`config.mk`:
```
export PLATFORM = sky130hd
export DESIGN_NAME = smbus_blkreg_target
export DESIGN_NICKNAME = d
export VERILOG_FILES = /design/src/rtl/smb_pkg.sv /design/src/rtl/smb_line_sync.sv /design/src/rtl/smb_reg_bank.sv /design/src/rtl/smb_xfer_ctrl.sv /design/src/rtl/smbus_blkreg_target.sv
export SDC_FILE = /design/constraint.sdc
export NUM_CORES = 1
export LEC_CHECK = 0
export BUFFER_PORTS_ARGS = -buffer_cell sky130_fd_sc_hd__clkbuf_2
export CORE_MARGIN = 5
export CORE_UTILIZATION = 35
export CTS_CLUSTER_DIAMETER = 40
export DETAILED_ROUTE_END_ITERATION = 10
export GPL_TIMING_DRIVEN = 0
export PLACE_DENSITY_LB_ADDON = 0.3
export SYNTH_ARGS = -nofsm -noshare
export SYNTH_HDL_FRONTEND = slang
export SYNTH_HIERARCHICAL = 1
export SYNTH_SLANG_ARGS = --single-unit
```
`constraint.sdc`:
```
create_clock -name clk -period 2 [get_ports clk]
set_input_delay 0.3 -clock clk [delete_from_list [all_inputs] [get_ports clk]]
set_output_delay 0.3 -clock clk [all_outputs]
set_load 0.01 [all_outputs]
```
`src/rtl/smb_pkg.sv`:
```
// Shared types for the indexed block register target.
// Assumes: nothing beyond IEEE 1800-2017.
package smb_pkg;

    // Bit-level state of the transfer controller
    typedef enum logic [2:0] {
        ST_IDLE,    // waiting for a start
        ST_RX,      // shifting in a byte from the host
        ST_ACK,     // target holding SDA low for the ninth clock
        ST_TX,      // shifting out a byte to the host
        ST_HACK,    // waiting for the host's acknowledge bit
        ST_HNEXT,   // host acknowledged, load next byte at SCL fall
        ST_IGNORE   // released, waiting for start or stop
    } smb_state_e;

    // Which byte of a transfer is being received
    typedef enum logic [1:0] {
        PH_ADDR,
        PH_IDX,
        PH_CNT,
        PH_DATA
    } smb_phase_e;

endpackage

```
`src/rtl/smb_line_sync.sv`:
```
// Synchronizes SCL and SDA into the system clock domain, then derives
// SCL edges and start/stop conditions from the synchronized levels.
// Assumes: the bus is slow compared with clk (each SCL phase lasts several
// clk cycles), and both lines idle high.
module smb_line_sync #(
    parameter int SYNC_STAGES = 2
) (
    input  logic clk,
    input  logic rst_n,
    input  logic scl_in,
    input  logic sda_in,
    output logic scl_s,
    output logic sda_s,
    output logic scl_rise,
    output logic scl_fall,
    output logic start_det,
    output logic stop_det
);

    logic [SYNC_STAGES:0] scl_pipe;
    logic [SYNC_STAGES:0] sda_pipe;
    logic                 scl_q;
    logic                 sda_q;

    // Synchronizer chains plus one history stage, idle-high reset
    always_ff @(posedge clk) begin
        if (!rst_n) begin
            scl_pipe <= '1;
            sda_pipe <= '1;
        end else begin
            scl_pipe <= {scl_pipe[SYNC_STAGES-1:0], scl_in};
            sda_pipe <= {sda_pipe[SYNC_STAGES-1:0], sda_in};
        end
    end

    assign scl_s = scl_pipe[SYNC_STAGES-1];
    assign sda_s = sda_pipe[SYNC_STAGES-1];
    assign scl_q = scl_pipe[SYNC_STAGES];
    assign sda_q = sda_pipe[SYNC_STAGES];

    // Edge and bus-condition decode on the synchronized levels
    always_comb begin
        scl_rise  = scl_s && !scl_q;
        scl_fall  = !scl_s && scl_q;
        start_det = scl_s && scl_q && sda_q && !sda_s;
        stop_det  = scl_s && scl_q && !sda_q && sda_s;
    end

endmodule

```
`src/rtl/smb_reg_bank.sv`:
```
// Bank of 8-bit registers with one write port and one read port.
// The top register holds the read byte count and resets to COUNT_RESET.
// Writes and reads at indices at or above NUM_REGS are dropped or
// return zero.
// Assumes: NUM_REGS between 1 and 255.
module smb_reg_bank #(
    parameter int         NUM_REGS    = 8,
    parameter logic [7:0] COUNT_RESET = 8'd8
) (
    input  logic                  clk,
    input  logic                  rst_n,
    input  logic                  we,
    input  logic [7:0]            widx,
    input  logic [7:0]            wdata,
    input  logic [7:0]            ridx,
    output logic [7:0]            rdata,
    output logic [NUM_REGS*8-1:0] regs_flat
);

    localparam int CNT_SLOT = NUM_REGS - 1;

    for (genvar i = 0; i < NUM_REGS; i++) begin : g_reg
        localparam logic [7:0] RST_VAL = (i == CNT_SLOT) ? COUNT_RESET : 8'h00;
        logic [7:0] q;

        // One register: reset value, then write when addressed
        always_ff @(posedge clk) begin
            if (!rst_n) begin
                q <= RST_VAL;
            end else if (we && widx == 8'(i)) begin
                q <= wdata;
            end
        end

        assign regs_flat[i*8 +: 8] = q;

        AST_REG_WRITE_LANDS: assert property (@(posedge clk) disable iff (!rst_n)
            (we && widx == 8'(i)) |=> (q == $past(wdata)));
    end

    // Read mux; indices outside the bank give zero
    always_comb begin
        rdata = 8'h00;
        for (int i = 0; i < NUM_REGS; i++) begin
            if (ridx == 8'(i)) begin
                rdata = regs_flat[i*8 +: 8];
            end
        end
    end

endmodule

```
`src/rtl/smb_xfer_ctrl.sv`:
```
// Bit- and byte-level controller for indexed block write and read.
// Receives bits on SCL rise, drives SDA on SCL fall, tracks index and
// remaining write count, and produces register write requests.
// Assumes: synchronized inputs from smb_line_sync; rd_data is a
// combinational function of rd_ptr.
module smb_xfer_ctrl
    import smb_pkg::*;
#(
    parameter int NUM_REGS = 8
) (
    input  logic       clk,
    input  logic       rst_n,
    input  logic       scl_s,
    input  logic       sda_s,
    input  logic       scl_rise,
    input  logic       scl_fall,
    input  logic       start_det,
    input  logic       stop_det,
    input  logic [6:0] dev_addr,
    input  logic [7:0] rd_data,
    output logic [7:0] rd_ptr,
    output logic       sda_oe,
    output logic       wr_en,
    output logic [7:0] wr_ptr,
    output logic [7:0] wr_byte
);

    localparam logic [7:0] CNT_PTR = 8'(NUM_REGS - 1);
    localparam logic [8:0] LIMIT   = 9'(NUM_REGS);

    smb_state_e state;
    smb_phase_e phase;
    logic [3:0] bitcnt;
    logic [6:0] shreg;
    logic [6:0] tx_sh;
    logic [7:0] idx;
    logic [7:0] remain;
    logic       ack_ok;
    logic       rd_mode;
    logic       cnt_pend;
    logic [7:0] rx_byte;
    logic       idx_in_range;

    assign rx_byte      = {shreg, sda_s};
    assign idx_in_range = ({1'b0, idx} < LIMIT);
    assign rd_ptr       = cnt_pend ? CNT_PTR : idx;

    // Main sequencer: bus conditions first, then per-state bit handling
    always_ff @(posedge clk) begin
        if (!rst_n) begin
            state    <= ST_IDLE;
            phase    <= PH_ADDR;
            bitcnt   <= '0;
            shreg    <= '0;
            tx_sh    <= '0;
            idx      <= '0;
            remain   <= '0;
            ack_ok   <= 1'b0;
            rd_mode  <= 1'b0;
            cnt_pend <= 1'b0;
            sda_oe   <= 1'b0;
            wr_en    <= 1'b0;
            wr_ptr   <= '0;
            wr_byte  <= '0;
        end else begin
            wr_en <= 1'b0;
            if (stop_det) begin
                state  <= ST_IDLE;
                sda_oe <= 1'b0;
            end else if (start_det) begin
                state  <= ST_RX;
                phase  <= PH_ADDR;
                bitcnt <= '0;
                sda_oe <= 1'b0;
            end else begin
                case (state)
                    ST_RX: begin
                        if (scl_rise && bitcnt != 4'd8) begin
                            shreg  <= rx_byte[6:0];
                            bitcnt <= bitcnt + 4'd1;
                            if (bitcnt == 4'd7) begin
                                // full byte present: decode by phase
                                case (phase)
                                    PH_ADDR: begin
                                        if (rx_byte[7:1] == dev_addr) begin
                                            ack_ok   <= 1'b1;
                                            rd_mode  <= rx_byte[0];
                                            cnt_pend <= rx_byte[0];
                                            phase    <= PH_IDX;
                                        end else begin
                                            ack_ok <= 1'b0;
                                        end
                                    end
                                    PH_IDX: begin
                                        idx    <= rx_byte;
                                        ack_ok <= 1'b1;
                                        phase  <= PH_CNT;
                                    end
                                    PH_CNT: begin
                                        remain <= rx_byte;
                                        ack_ok <= 1'b1;
                                        phase  <= PH_DATA;
                                    end
                                    default: begin
                                        ack_ok <= 1'b1;
                                        idx    <= idx + 8'd1;
                                        if (remain != 8'd0) begin
                                            remain <= remain - 8'd1;
                                            if (idx_in_range) begin
                                                wr_en   <= 1'b1;
                                                wr_ptr  <= idx;
                                                wr_byte <= rx_byte;
                                            end
                                        end
                                    end
                                endcase
                            end
                        end else if (scl_fall && bitcnt == 4'd8) begin
                            if (ack_ok) begin
                                sda_oe <= 1'b1;
                                state  <= ST_ACK;
                            end else begin
                                state <= ST_IGNORE;
                            end
                        end
                    end
                    ST_ACK, ST_HNEXT: begin
                        if (scl_fall) begin
                            bitcnt <= '0;
                            if (state == ST_HNEXT || rd_mode) begin
                                // load the next byte to send and drive its MSB
                                tx_sh  <= rd_data[6:0];
                                sda_oe <= !rd_data[7];
                                state  <= ST_TX;
                                if (cnt_pend) begin
                                    cnt_pend <= 1'b0;
                                end else begin
                                    idx <= idx + 8'd1;
                                end
                            end else begin
                                sda_oe <= 1'b0;
                                state  <= ST_RX;
                            end
                        end
                    end
                    ST_TX: begin
                        if (scl_rise) begin
                            bitcnt <= bitcnt + 4'd1;
                        end else if (scl_fall) begin
                            if (bitcnt == 4'd8) begin
                                sda_oe <= 1'b0;
                                state  <= ST_HACK;
                            end else begin
                                sda_oe <= !tx_sh[6];
                                tx_sh  <= {tx_sh[5:0], 1'b0};
                            end
                        end
                    end
                    ST_HACK: begin
                        if (scl_rise) begin
                            state <= sda_s ? ST_IGNORE : ST_HNEXT;
                        end
                    end
                    default: ;
                endcase
            end
        end
    end

    AST_OE_RISE_SCL_LOW: assert property (@(posedge clk) disable iff (!rst_n)
        $rose(sda_oe) |-> !scl_s);

    AST_STOP_RELEASES: assert property (@(posedge clk) disable iff (!rst_n)
        stop_det |=> (state == ST_IDLE && !sda_oe));

    AST_IGNORE_QUIET: assert property (@(posedge clk) disable iff (!rst_n)
        (state == ST_IGNORE) |-> !sda_oe);

    AST_WRITE_IN_DATA: assert property (@(posedge clk) disable iff (!rst_n)
        wr_en |-> (phase == PH_DATA && {1'b0, wr_ptr} < LIMIT));

    AST_ACK_AFTER_BYTE: assert property (@(posedge clk) disable iff (!rst_n)
        ($rose(sda_oe) && state == ST_ACK) |-> ($past(bitcnt) == 4'd8));

endmodule

```
`src/rtl/smbus_blkreg_target.sv`:
```
// Top of the indexed block register target. Captures the address-select
// pin during reset, forms the device address, and connects the line
// synchronizer, the transfer controller and the register bank.
// Assumes: SDA pad is open-drain, driven low when sda_oe is 1.
module smbus_blkreg_target #(
    parameter int         NUM_REGS    = 8,
    parameter logic [6:0] ADDR_BASE   = 7'h6A,
    parameter int         SYNC_STAGES = 2
) (
    input  logic                  clk,
    input  logic                  rst_n,
    input  logic                  addr_sel,
    input  logic                  scl_in,
    input  logic                  sda_in,
    output logic                  sda_oe,
    output logic [NUM_REGS*8-1:0] regs_o,
    output logic                  wr_stb,
    output logic [7:0]            wr_idx,
    output logic [7:0]            wr_data
);

    localparam logic [7:0] COUNT_RESET = 8'(NUM_REGS);

    logic       addr_lat;
    logic [6:0] dev_addr;
    logic       scl_s, sda_s, scl_rise, scl_fall, start_det, stop_det;
    logic [7:0] rd_ptr;
    logic [7:0] rd_data;

    // Address-select capture: follows the pin only while in reset
    always_ff @(posedge clk) begin
        if (!rst_n) begin
            addr_lat <= addr_sel;
        end
    end

    assign dev_addr = {ADDR_BASE[6:1], addr_lat};

    smb_line_sync #(
        .SYNC_STAGES(SYNC_STAGES)
    ) i_sync (
        .clk      (clk),
        .rst_n    (rst_n),
        .scl_in   (scl_in),
        .sda_in   (sda_in),
        .scl_s    (scl_s),
        .sda_s    (sda_s),
        .scl_rise (scl_rise),
        .scl_fall (scl_fall),
        .start_det(start_det),
        .stop_det (stop_det)
    );

    smb_xfer_ctrl #(
        .NUM_REGS(NUM_REGS)
    ) i_ctrl (
        .clk      (clk),
        .rst_n    (rst_n),
        .scl_s    (scl_s),
        .sda_s    (sda_s),
        .scl_rise (scl_rise),
        .scl_fall (scl_fall),
        .start_det(start_det),
        .stop_det (stop_det),
        .dev_addr (dev_addr),
        .rd_data  (rd_data),
        .rd_ptr   (rd_ptr),
        .sda_oe   (sda_oe),
        .wr_en    (wr_stb),
        .wr_ptr   (wr_idx),
        .wr_byte  (wr_data)
    );

    smb_reg_bank #(
        .NUM_REGS   (NUM_REGS),
        .COUNT_RESET(COUNT_RESET)
    ) i_bank (
        .clk      (clk),
        .rst_n    (rst_n),
        .we       (wr_stb),
        .widx     (wr_idx),
        .wdata    (wr_data),
        .ridx     (rd_ptr),
        .rdata    (rd_data),
        .regs_flat(regs_o)
    );

    AST_ADDR_HELD: assert property (@(posedge clk) disable iff (!rst_n)
        $stable(addr_lat));

endmodule

```
==> results of run 1 <==
sequential cells by signal, summed over array words and instances, names as in the netlist:
register         cells
addr_lat             1
i_bank/g.q          64
i_ctrl/ack_ok        1
i_ctrl/bitcnt        4
i_ctrl/cnt_pend      1
i_ctrl/idx           8
i_ctrl/phase         2
i_ctrl/rd_mode       1
i_ctrl/remain        8
i_ctrl/sda_oe        1
i_ctrl/shreg         7
i_ctrl/state         3
i_ctrl/tx_sh         7
i_ctrl/wr_byte       8
i_ctrl/wr_en         1
i_ctrl/wr_ptr        8
i_sync/scl_pipe      3
i_sync/sda_pipe      3
final cells by class:
cell class / instances / area, µm² / share of cell area, %
clock inverters: 15 / 215 / 2.61
multi-input cells: 562 / 3730 / 45.3
inverters: 13 / 48.8 / 0.593
clock buffers: 17 / 425 / 5.17
well taps: 229 / 287 / 3.48
repair buffers: 108 / 608 / 7.38
flip-flops and latches: 131 / 2660 / 32.3
plain buffers: 47 / 258 / 3.13
final timing paths:
kind / startpoint / endpoint / slack, ns / cells after the start
worst max-delay path: i_sync/scl_pipe[2] / i_ctrl/remain[0] / -0.04 / 6
worst min-delay path: addr_sel / addr_lat / 0.06 / 1
worst max register to register: i_sync/scl_pipe[2] / i_ctrl/remain[0] / -0.04 / 6
worst min register to register: i_sync/sda_pipe[0] / i_sync/sda_pipe[1] / 0.41 / 1
power breakdown:
| group | switching (mW) | internal [mW] | total, mW | leakage (nW) |
|---|---|---|---|---|
| clock | 1.28 | 2.12 | 3.41 | 0.316 |
| sequential | 0.00462 | 2.62 | 2.62 | 1.06 |
| combinational | 0.108 | 0.0500 | 0.158 | 1.87 |
cell families after synthesis:
group | after synthesis | share of synthesized area, %
xor gates and xnor gates | 7 | 0.959
AOI/OAI and AO/OA | 163 | 16.5
and+or+nand+nor | 312 | 25.3
adders and majority gates | 9 | 1.76
DFF | 131 | 41.2
muxes | 65 | 10.4
buffers and inverters | 63 | 3.91
other | 2 | 0.117
through the flow:
step	setup slack (ns)	util [%]	hold slack, ns
global placement	-0.462	39.9	0.396
finish	-0.0392	45.8	0.0571
detailed placement	-0.489	39.9	0.396
CTS	-0.0366	44.5	0.0397
global route	-0.132	45.8	0.0439
floorplan	0.0305	-	0.373
cell usage after synthesis, drive strengths merged, types with 2 or more instances:
| cell | instances | share of area (%) |
|---|---|---|
| o31ai | 5 | 0.59 |
| and3 | 9 | 0.88 |
| inv | 13 | 0.76 |
| nand2b | 19 | 1.9 |
| o32ai | 3 | 0.41 |
| nand4 | 6 | 0.59 |
| a21oi | 26 | 2.0 |
| and4b | 3 | 0.47 |
| or2 | 5 | 0.49 |
| dfxtp | 130 | 41 |
| buf | 11 | 0.86 |
| a211oi | 2 | 0.23 |
| o2111ai | 3 | 0.41 |
| and2 | 2 | 0.20 |
| a22o | 8 | 1.1 |
| mux2i | 56 | 8.8 |
| nor4 | 6 | 0.92 |
| o311ai | 2 | 0.27 |
| or4 | 2 | 0.23 |
| nor2b | 17 | 1.7 |
| xnor2 | 7 | 0.96 |
| o22ai | 3 | 0.29 |
| a32oi | 9 | 1.2 |
| a311oi | 8 | 1.1 |
| nand3b | 5 | 0.59 |
| nand3 | 64 | 5.1 |
| nor3b | 3 | 0.35 |
| or3 | 7 | 0.68 |
| o211ai | 5 | 0.59 |
| nand2 | 104 | 6.1 |
| nor3 | 14 | 1.4 |
| mux2 | 9 | 1.6 |
| and3b | 4 | 0.55 |
| ha | 9 | 1.8 |
| o2bb2ai | 7 | 0.96 |
| nor2 | 36 | 2.2 |
| nand4b | 4 | 0.55 |
| o21ai | 61 | 4.8 |
| a31oi | 11 | 1.1 |
| clkbuf | 39 | 2.3 |
| conb | 2 | 0.12 |
| a21o | 2 | 0.23 |
placed cells by master (no fill, tap or decap), drive strengths merged, types with 17 or more instances in the layout:
master / count
clkbuf: 135
dfxtp: 130
nand2: 104
nand3: 64
o21ai: 61
mux2i: 56
buf: 37
nor2: 36
a21oi: 26
inv: 21
nand2b: 19
nor2b: 17
layer usage:
layer	wire, µm	track usage [%]
met4	481	7.04
met2	8920	27.2
met3	1250	4.21
met5	0	0
met1	9270	24.7
repair_timing:
item,4_1_cts,5_1_grt
pin swaps,8,18
cloned,0,1
setup endpoints to repair,34,40
buffers inserted,10,11
gates resized for setup,41,57
==> summary.md, run 1 <==
| Metric | Value |
|---|---|
| Status | `complete, but fails checks` |
| Failing checks | `setup timing` |
| Worst-path clk slew | `0.06 ns` |
| Peak VDD IR | `637 µV` |
| Vias in the first global route | `5,742` |
| Crit path buf inv count | `0` |
| Post-Layout Cell Count | `1,122` |
| Core area | `0.0180 mm²` |
| Total grt overflow | `0` |
| Maximum clock insertion buffer count | `2` |
| Period minus WS final | `2.04 ns` |
| Number of enable flip-flop cells after synthesis | `1` |
| DIE AREA | `0.0211 mm²` |
| Final Instance Area | `0.00823 mm²` |
| Post-Syn Instances | `752` |
| CP max-delay cell | `or4_4` |
| Leak pwr | `3.25 nW` |
| RSZ-0062 raised after global routing | `yes` |
| Fillers | `1,770` |
| CTS Hold Bufs | `0` |
| Final setup fails | `4` |
| Critical path launch point type | `register` |
| Worst-Skew Late Latency | `0.42 ns` |
| Placed Area | `0.00716 mm²` |
| Die Width | `145 µm` |
| Max-slew violation count | `0` |
| Mapped cell area | `0.00639 mm²` |
| DRT iter0 DRCs | `595` |
| Seq/Total Area, Yosys | `41.2%` |
| Root buf cell | `clkbuf_16` |
| Post-synth top flop | `dfxtp_1` |
| Fin crit share | `102%` |
| Design Power | `6.19 mW` |
| CP peak stage delay | `0.54 ns` |
| Hold Path Class | `input port to register` |
| Power per cell area | `751 mW/mm²` |
| Rel. slew slack | `56.1%` |
| Worst-Margin Slew | `0.657 ns` |
| Share of cells above drive strength 1 | `25.3%` |
| First-pass GRT wire length | `31,000 µm` |
| 1st-pass router iterations | `5` |
| Clock skew | `0.00914 ns` |
| DRT antenna net count | `0` |
| Mean instance size in the synthesized netlist | `8.50 µm²` |
| Final Worst Setup Slack | `-0.0392 ns` |
| CP Class | `register to register` |
| N_diodes | `0` |
| CP Capture Type | `register` |
| Area grow syn2layout | `28.8%` |
| Clock sink total | `131` |
| Nets | `894` |
| FFs w/ async S/R, synth | `0%` |
| Antenna violations before repair | `0` |
| Max Cap Viol | `0` |
| Row cnt | `49` |
| IO Count | `87` |
| CTS tree | `built` |
| Yosys reg bits | `131` |
| Synth unique cells | `61` |
| CP required | `2.33 ns` |
| Routed length per instance | `17.8 µm` |
| Final-report hold violation count | `0` |
| Hpwl dp | `14,100 µm` |
| DRC viols | `0` |
| Wirelength, routed | `19,900 µm` |
| CP top delay family | `simple AND/OR/NAND/NOR gates` |
| Synthesis warning total | `6` |
| Die Y | `145 µm` |
| TritonCTS buffer count | `17` |
| Largest net degree at the start of global routing | `17` |
| Inst Count DP | `1,071` |
| CP arrival | `2.37 ns` |
| Crit path cell chain | `and4b_2, nor2_4, nand3_4, or4_4, or3_1, a31oi_1` |
| DR vias | `6,221` |
| PortBufs | `86` |
| Via density | `5.54` |
| Gr usage total | `17.9%` |
| H-tree levels | `4` |
| Starting Density | `35.6%` |
| CP max FO | `7` |
| F_max | `0.490 GHz` |
| Final TNS setup | `-0.0968 ns` |
| Routability cong. | `0.878` |
Note: power is estimated with default switching activity, not from simulation.
==> inputs of run 2 (changes only) <==
--- a/config.mk
+++ b/config.mk
@@ -12,6 +12,7 @@
 export DETAILED_ROUTE_END_ITERATION = 10
 export GPL_TIMING_DRIVEN = 0
 export PLACE_DENSITY_LB_ADDON = 0.3
+export SETUP_SLACK_MARGIN = 0.15
 export SYNTH_ARGS = -nofsm -noshare
 export SYNTH_HDL_FRONTEND = slang
 export SYNTH_HIERARCHICAL = 1
==> summary.md, run 2 (synthesized netlist as in run 1, its figures left out) <==
| Metric | Value |
|---|---|
| Die Width | `145 µm` |
| Die Y | `145 µm` |
| Period minus WS final | `2.04 ns` |
| Most frequent cells in the layout | `dfxtp_1, nand2_1, clkbuf_2` |
| Worst reg2reg endpoint | `i_ctrl/remain[0]` |
| Hpwl dp | `14,000 µm` |
| Share of cells above drive strength 1 | `32.0%` |
| Peak VDD IR | `579 µV` |
| Post-Layout Cell Count | `1,177` |
| Commonest non-fill, non-tap cell in the layout | `dfxtp_1` |
| CP peak stage delay | `0.44 ns` |
| Core area | `0.0180 mm²` |
| Vias in the first global route | `5,935` |
| Fillers | `1,705` |
| Worst R2R Path Depth | `8` |
| Most flops, register | `i_bank/g.q` |
| Critical path launch point type | `register` |
| Final Worst Setup Slack | `-0.0399 ns` |
| Routability cong. | `0.873` |
| Worst-Margin Slew | `0.686 ns` |
| CP required | `2.34 ns` |
| RSZ-0062 raised after global routing | `yes` |
| Max-slew violation count | `0` |
| CP max-delay cell | `or4_4` |
| Largest register FFs | `64` |
| Total grt overflow | `0` |
| N_diodes | `0` |
| CP arrival | `2.38 ns` |
| Maximum clock insertion buffer count | `2` |
| Clock skew | `0.0123 ns` |
| Via density | `5.49` |
| Nets | `949` |
| Clock sink total | `131` |
| DIE AREA | `0.0211 mm²` |
| DRT antenna net count | `0` |
| Flop2flop setup slack | `-0.04 ns` |
| Hold Path Class | `input port to register` |
| DRT iter0 DRCs | `435` |
| Crit path cell chain | `nor2b_1, buf_4, and4bb_4, nand3_4, or4_4, buf_6, or3_1, a31oi_1` |
| Critical Path End | `i_ctrl/remain[0]` |
| Inst Count DP | `1,071` |
| Starting Density | `35.6%` |
| Design Power | `5.79 mW` |
| CP Class | `register to register` |
| Row cnt | `49` |
| Status | `complete, but fails checks` |
| Hold Crit Start | `sda_in` |
| CP max FO | `5` |
| Failing checks | `setup timing` |
| Worst r2r src | `i_sync/scl_pipe[1]` |
| Largest net degree at the start of global routing | `17` |
| 1st-pass router iterations | `5` |
| Final-report hold violation count | `0` |
| IO Count | `87` |
| Leak pwr | `3.62 nW` |
| Worst-path clk slew | `0.06 ns` |
| Worst-Skew Late Latency | `0.43 ns` |
| CTS tree | `built` |
| Gr usage total | `18.7%` |
| Root buf cell | `clkbuf_16` |
| Max Cap Viol | `0` |
| DR vias | `6,461` |
| TritonCTS buffer count | `17` |
| Fin crit share | `102%` |
| CP Capture Type | `register` |
| First-pass GRT wire length | `32,300 µm` |
| Wirelength, routed | `21,000 µm` |
| Hold_ws | `0.0575 ns` |
| F_max | `0.490 GHz` |
| H-tree levels | `4` |
| Routed length per instance | `17.9 µm` |
| Power per cell area | `653 mW/mm²` |
| PortBufs | `86` |
| Antenna violations before repair | `0` |
| DRC viols | `0` |
| Final TNS setup | `-0.0889 ns` |
| Pre-CTS setup slack | `-0.260 ns` |
| Area grow syn2layout | `38.6%` |
| Rel. slew slack | `54.3%` |
| Final setup fails | `3` |
| Critical path origin | `i_sync/scl_pipe[1]` |
run 2: cell count changes in the layout (fill, tap and decap cells not counted), sizes merged:
cell	previous run	this run
clkinvlp	0	3
clkinv	3	2
inv	21	23
bufinv	4	0
buf	37	89
clkbuf	135	138
run 2: how the worst min path moves through the flow:
stage	to	slack, ns	cells after the start
6_report	i_sync/sda_pipe[0]	0.06	2
2_1_floorplan	i_sync/scl_pipe[1]	0.37	1
3_3_place_gp	i_sync/sda_pipe[1]	0.39	1
3_5_place_dp	i_sync/scl_pipe[1]	0.39	1
5_1_grt	i_sync/scl_pipe[0]	0.04	2
4_1_cts	i_sync/sda_pipe[0]	0.04	2
run 2: routing by layer:
layer | routed length [µm] | global-route usage [%]
met1 | 9340 | 25.1
met4 | 563 | 7.98
met2 | 9730 | 28.9
met3 | 1380 | 4.43
met5 | 0 | 0
run 2: critical path: cells and delay by family (launching register included):
kind                   cells  cell delay (ns)
DFF                        1             0.34
buffers and inverters      2             0.27
AOI/OAI and AO/OA          1             0.13
and+or+nand+nor            5             1.20
run 2: power breakdown:
group          leakage, nW  switching, mW  internal (mW)
Clock                0.271           1.34           1.64
Combinational         2.29          0.118         0.0621
Sequential            1.06        0.00411           2.61
Total                 3.62           1.47           4.32
run 2: per-stage QoR:
stage | instance area [µm²] | utilization [%]
2_1_floorplan | 6460 | -
3_5_place_dp | 7180 | 40.0
4_1_cts | 8370 | 46.6
6_report | 8870 | 49.4
3_3_place_gp | 7180 | 40.0
5_1_grt | 8870 | 49.4
run 2: final cells by class:
cell class | instances | area (µm²) | share of cell area, %
clock buffer | 17 | 425 | 4.80
inverter | 13 | 48.8 | 0.550
multi-input combinational | 562 | 3860 | 43.6
timing repair buffer | 160 | 1110 | 12.5
sequential | 131 | 2660 | 30.0
tap | 229 | 287 | 3.23
buffer | 50 | 332 | 3.74
clock inverter | 15 | 139 | 1.57
run 2: what timing repair did:
action	4_1_cts	5_1_grt
endpoints found under the setup margin	57	81
hold buffers	0	0
resized for setup	92	72
buffers inserted	37	32
cloned	2	3
pin swaps	34	37
==> inputs of run 3 (changes only) <==
--- a/config.mk
+++ b/config.mk
@@ -6,6 +6,7 @@
 export NUM_CORES = 1
 export LEC_CHECK = 0
 export BUFFER_PORTS_ARGS = -buffer_cell sky130_fd_sc_hd__clkbuf_2
+export CORE_ASPECT_RATIO = 0.9
 export CORE_MARGIN = 5
 export CORE_UTILIZATION = 35
 export CTS_CLUSTER_DIAMETER = 40
==> summary.md, run 3 (synthesized netlist as in run 1, its figures left out) <==
| Metric | Value |
|---|---|
| Hold Path Class | `input port to register` |
| Worst R2R Path Depth | `8` |
| Failing checks | `setup timing` |
| Vias in the first global route | `5,725` |
| Critical path launch point type | `register` |
| Routed length per instance | `18.3 µm` |
| CP peak stage delay | `0.42 ns` |
| Hpwl dp | `14,400 µm` |
| 1st-pass router iterations | `5` |
| Crit path cell chain | `nor2b_1, buf_4, and4bb_4, nand3_4, or4_4, buf_6, or3_1, a31oi_1` |
| Met1 Use GR | `28.8%` |
| CP max-delay cell | `or4_4` |
| Worst-Margin Slew | `0.778 ns` |
| Fillers | `1,652` |
| Total grt overflow | `0` |
| CP Class | `register to register` |
| Share of cells above drive strength 1 | `29.5%` |
| Die Y | `138 µm` |
| Hold Path End | `addr_lat` |
| H-tree levels | `4` |
| Antenna violations before repair | `0` |
| Clock sink total | `131` |
| CP max FO | `5` |
| Pre-CTS setup slack | `-0.311 ns` |
| F_max | `0.491 GHz` |
| PortBufs | `86` |
| N_diodes | `0` |
| Max-slew violation count | `0` |
| Worst-Skew Late Latency | `0.42 ns` |
| CP arrival | `2.37 ns` |
| DRT antenna net count | `0` |
| Maximum clock insertion buffer count | `2` |
| Nets | `924` |
| DR vias | `6,375` |
| Status | `complete, but fails checks` |
| Hold Crit Start | `addr_sel` |
| Final-report hold violation count | `0` |
| Commonest non-fill, non-tap cell in the layout | `dfxtp_1` |
| Design Power | `6.27 mW` |
| GR Util met2 | `27.9%` |
| Peak VDD IR | `525 µV` |
| Flop2flop setup slack | `-0.04 ns` |
| Largest register FFs | `64` |
| Area grow syn2layout | `36.5%` |
| Period minus WS final | `2.04 ns` |
| DRT iter0 DRCs | `666` |
| Core area | `0.0178 mm²` |
| Final Instance Area | `0.00873 mm²` |
| Rel. slew slack | `48.1%` |
| Routability cong. | `0.884` |
| Row cnt | `46` |
| Placed Area | `0.00720 mm²` |
| RSZ-0062 raised after global routing | `yes` |
| Clock skew | `0.0139 ns` |
| Gr usage total | `19.1%` |
| Fin crit share | `102%` |
| Power per cell area | `718 mW/mm²` |
| Worst r2r src | `i_sync/scl_pipe[1]` |
| Die Width | `152 µm` |
| Most frequent cells in the layout | `dfxtp_1, nand2_1, clkbuf_2` |
| CP Capture Type | `register` |
| Worst reg2reg endpoint | `i_ctrl/remain[0]` |
| Most flops, register | `i_bank/g.q` |
| Finished Core Util | `49.1%` |
| Worst-path clk slew | `0.06 ns` |
| Max Cap Viol | `0` |
| Final setup fails | `4` |
| DRC viols | `0` |
| Final Worst Setup Slack | `-0.0368 ns` |
| CTS tree | `built` |
| Leak pwr | `3.52 nW` |
| IO Count | `87` |
| First-pass GRT wire length | `32,700 µm` |
| Root buf cell | `clkbuf_16` |
| Starting Density | `36.0%` |
| Inst Count DP | `1,082` |
| Top Usage Layer GRT | `met1` |
| TritonCTS buffer count | `17` |
| DIE AREA | `0.0211 mm²` |
| Wirelength, routed | `21,200 µm` |
| Largest net degree at the start of global routing | `17` |
| Met3 Use GR | `3.65%` |
| Post-Layout Cell Count | `1,162` |
| Via density | `5.49` |
| CP required | `2.34 ns` |
| Hold Path Depth | `1` |
run 3: cell count changes in the layout (fill, tap and decap cells not counted), sizes merged:
| cell | change |
|---|---|
| clkbuf | +1 |
| clkinvlp | -2 |
| inv | -7 |
| buf | -23 |
| bufinv | +5 |
run 3: final cells by class:
class | count | area, µm² | share of cell area [%]
Clock buffer | 20 | 457 | 5.23
Inverter | 13 | 48.8 | 0.559
Clock inverter | 11 | 198 | 2.26
Sequential cell | 131 | 2660 | 30.4
Timing Repair Buffer | 135 | 887 | 10.2
Multi-Input combinational cell | 562 | 3850 | 44.2
Tap cell | 240 | 300 | 3.44
Buffer | 50 | 328 | 3.76
run 3: repair_timing:
action | 4_1_cts | 5_1_grt
resized for setup | 81 | 69
endpoints found under the setup margin | 73 | 57
gates cloned | 1 | 1
setup buffers | 32 | 15
pin swaps | 35 | 30
hold buffers | 0 | 0
run 3: metal layers:
| layer | share of wire [%] | vias to the layer above |
|---|---|---|
| met4 | 1.2 | 0 |
| met5 | 0 | - |
| li1 | - | 3027 |
| met1 | 48 | 3079 |
| met2 | 44 | 251 |
| met3 | 7.0 | 18 |
run 3: metrics by stage:
step	hold slack, ns	TNS [ns]
2_1_floorplan	0.373	0
3_3_place_gp	0.390	-4.45
3_5_place_dp	0.409	-5.31
4_1_cts	0.0354	-0.00404
5_1_grt	0.0501	-0.743
6_report	0.0555	-0.116
run 3: worst max-delay path by stage:
stage,startpoint,endpoint,slack (ns)
after floorplan,i_sync/scl_pipe[1],i_ctrl/remain[0],0.03
after global placement,i_ctrl/idx[0],i_ctrl/sda_oe,-0.26
final,i_sync/scl_pipe[1],i_ctrl/remain[0],-0.04
after global routing,i_ctrl/idx[0],i_ctrl/sda_oe,-0.11
after CTS,i_ctrl/cnt_pend,i_ctrl/sda_oe,-0.004
after detailed placement,i_ctrl/idx[0],i_ctrl/sda_oe,-0.31
run 3: power breakdown:
part           internal (mW)  total (mW)  leakage, nW  switching, mW
clock                   2.28        3.48        0.317           1.19
sequential              2.62        2.62         1.06        0.00415
combinational         0.0533       0.169         2.14          0.116
total                   4.95        6.27         3.52           1.31
run 3: critical path, delay by kind of cell, from the launching register on:
family / cells / cell delay, ns
compound gates: 1 / 0.14
buf+inv: 2 / 0.28
flops: 1 / 0.34
simple gates: 5 / 1.18
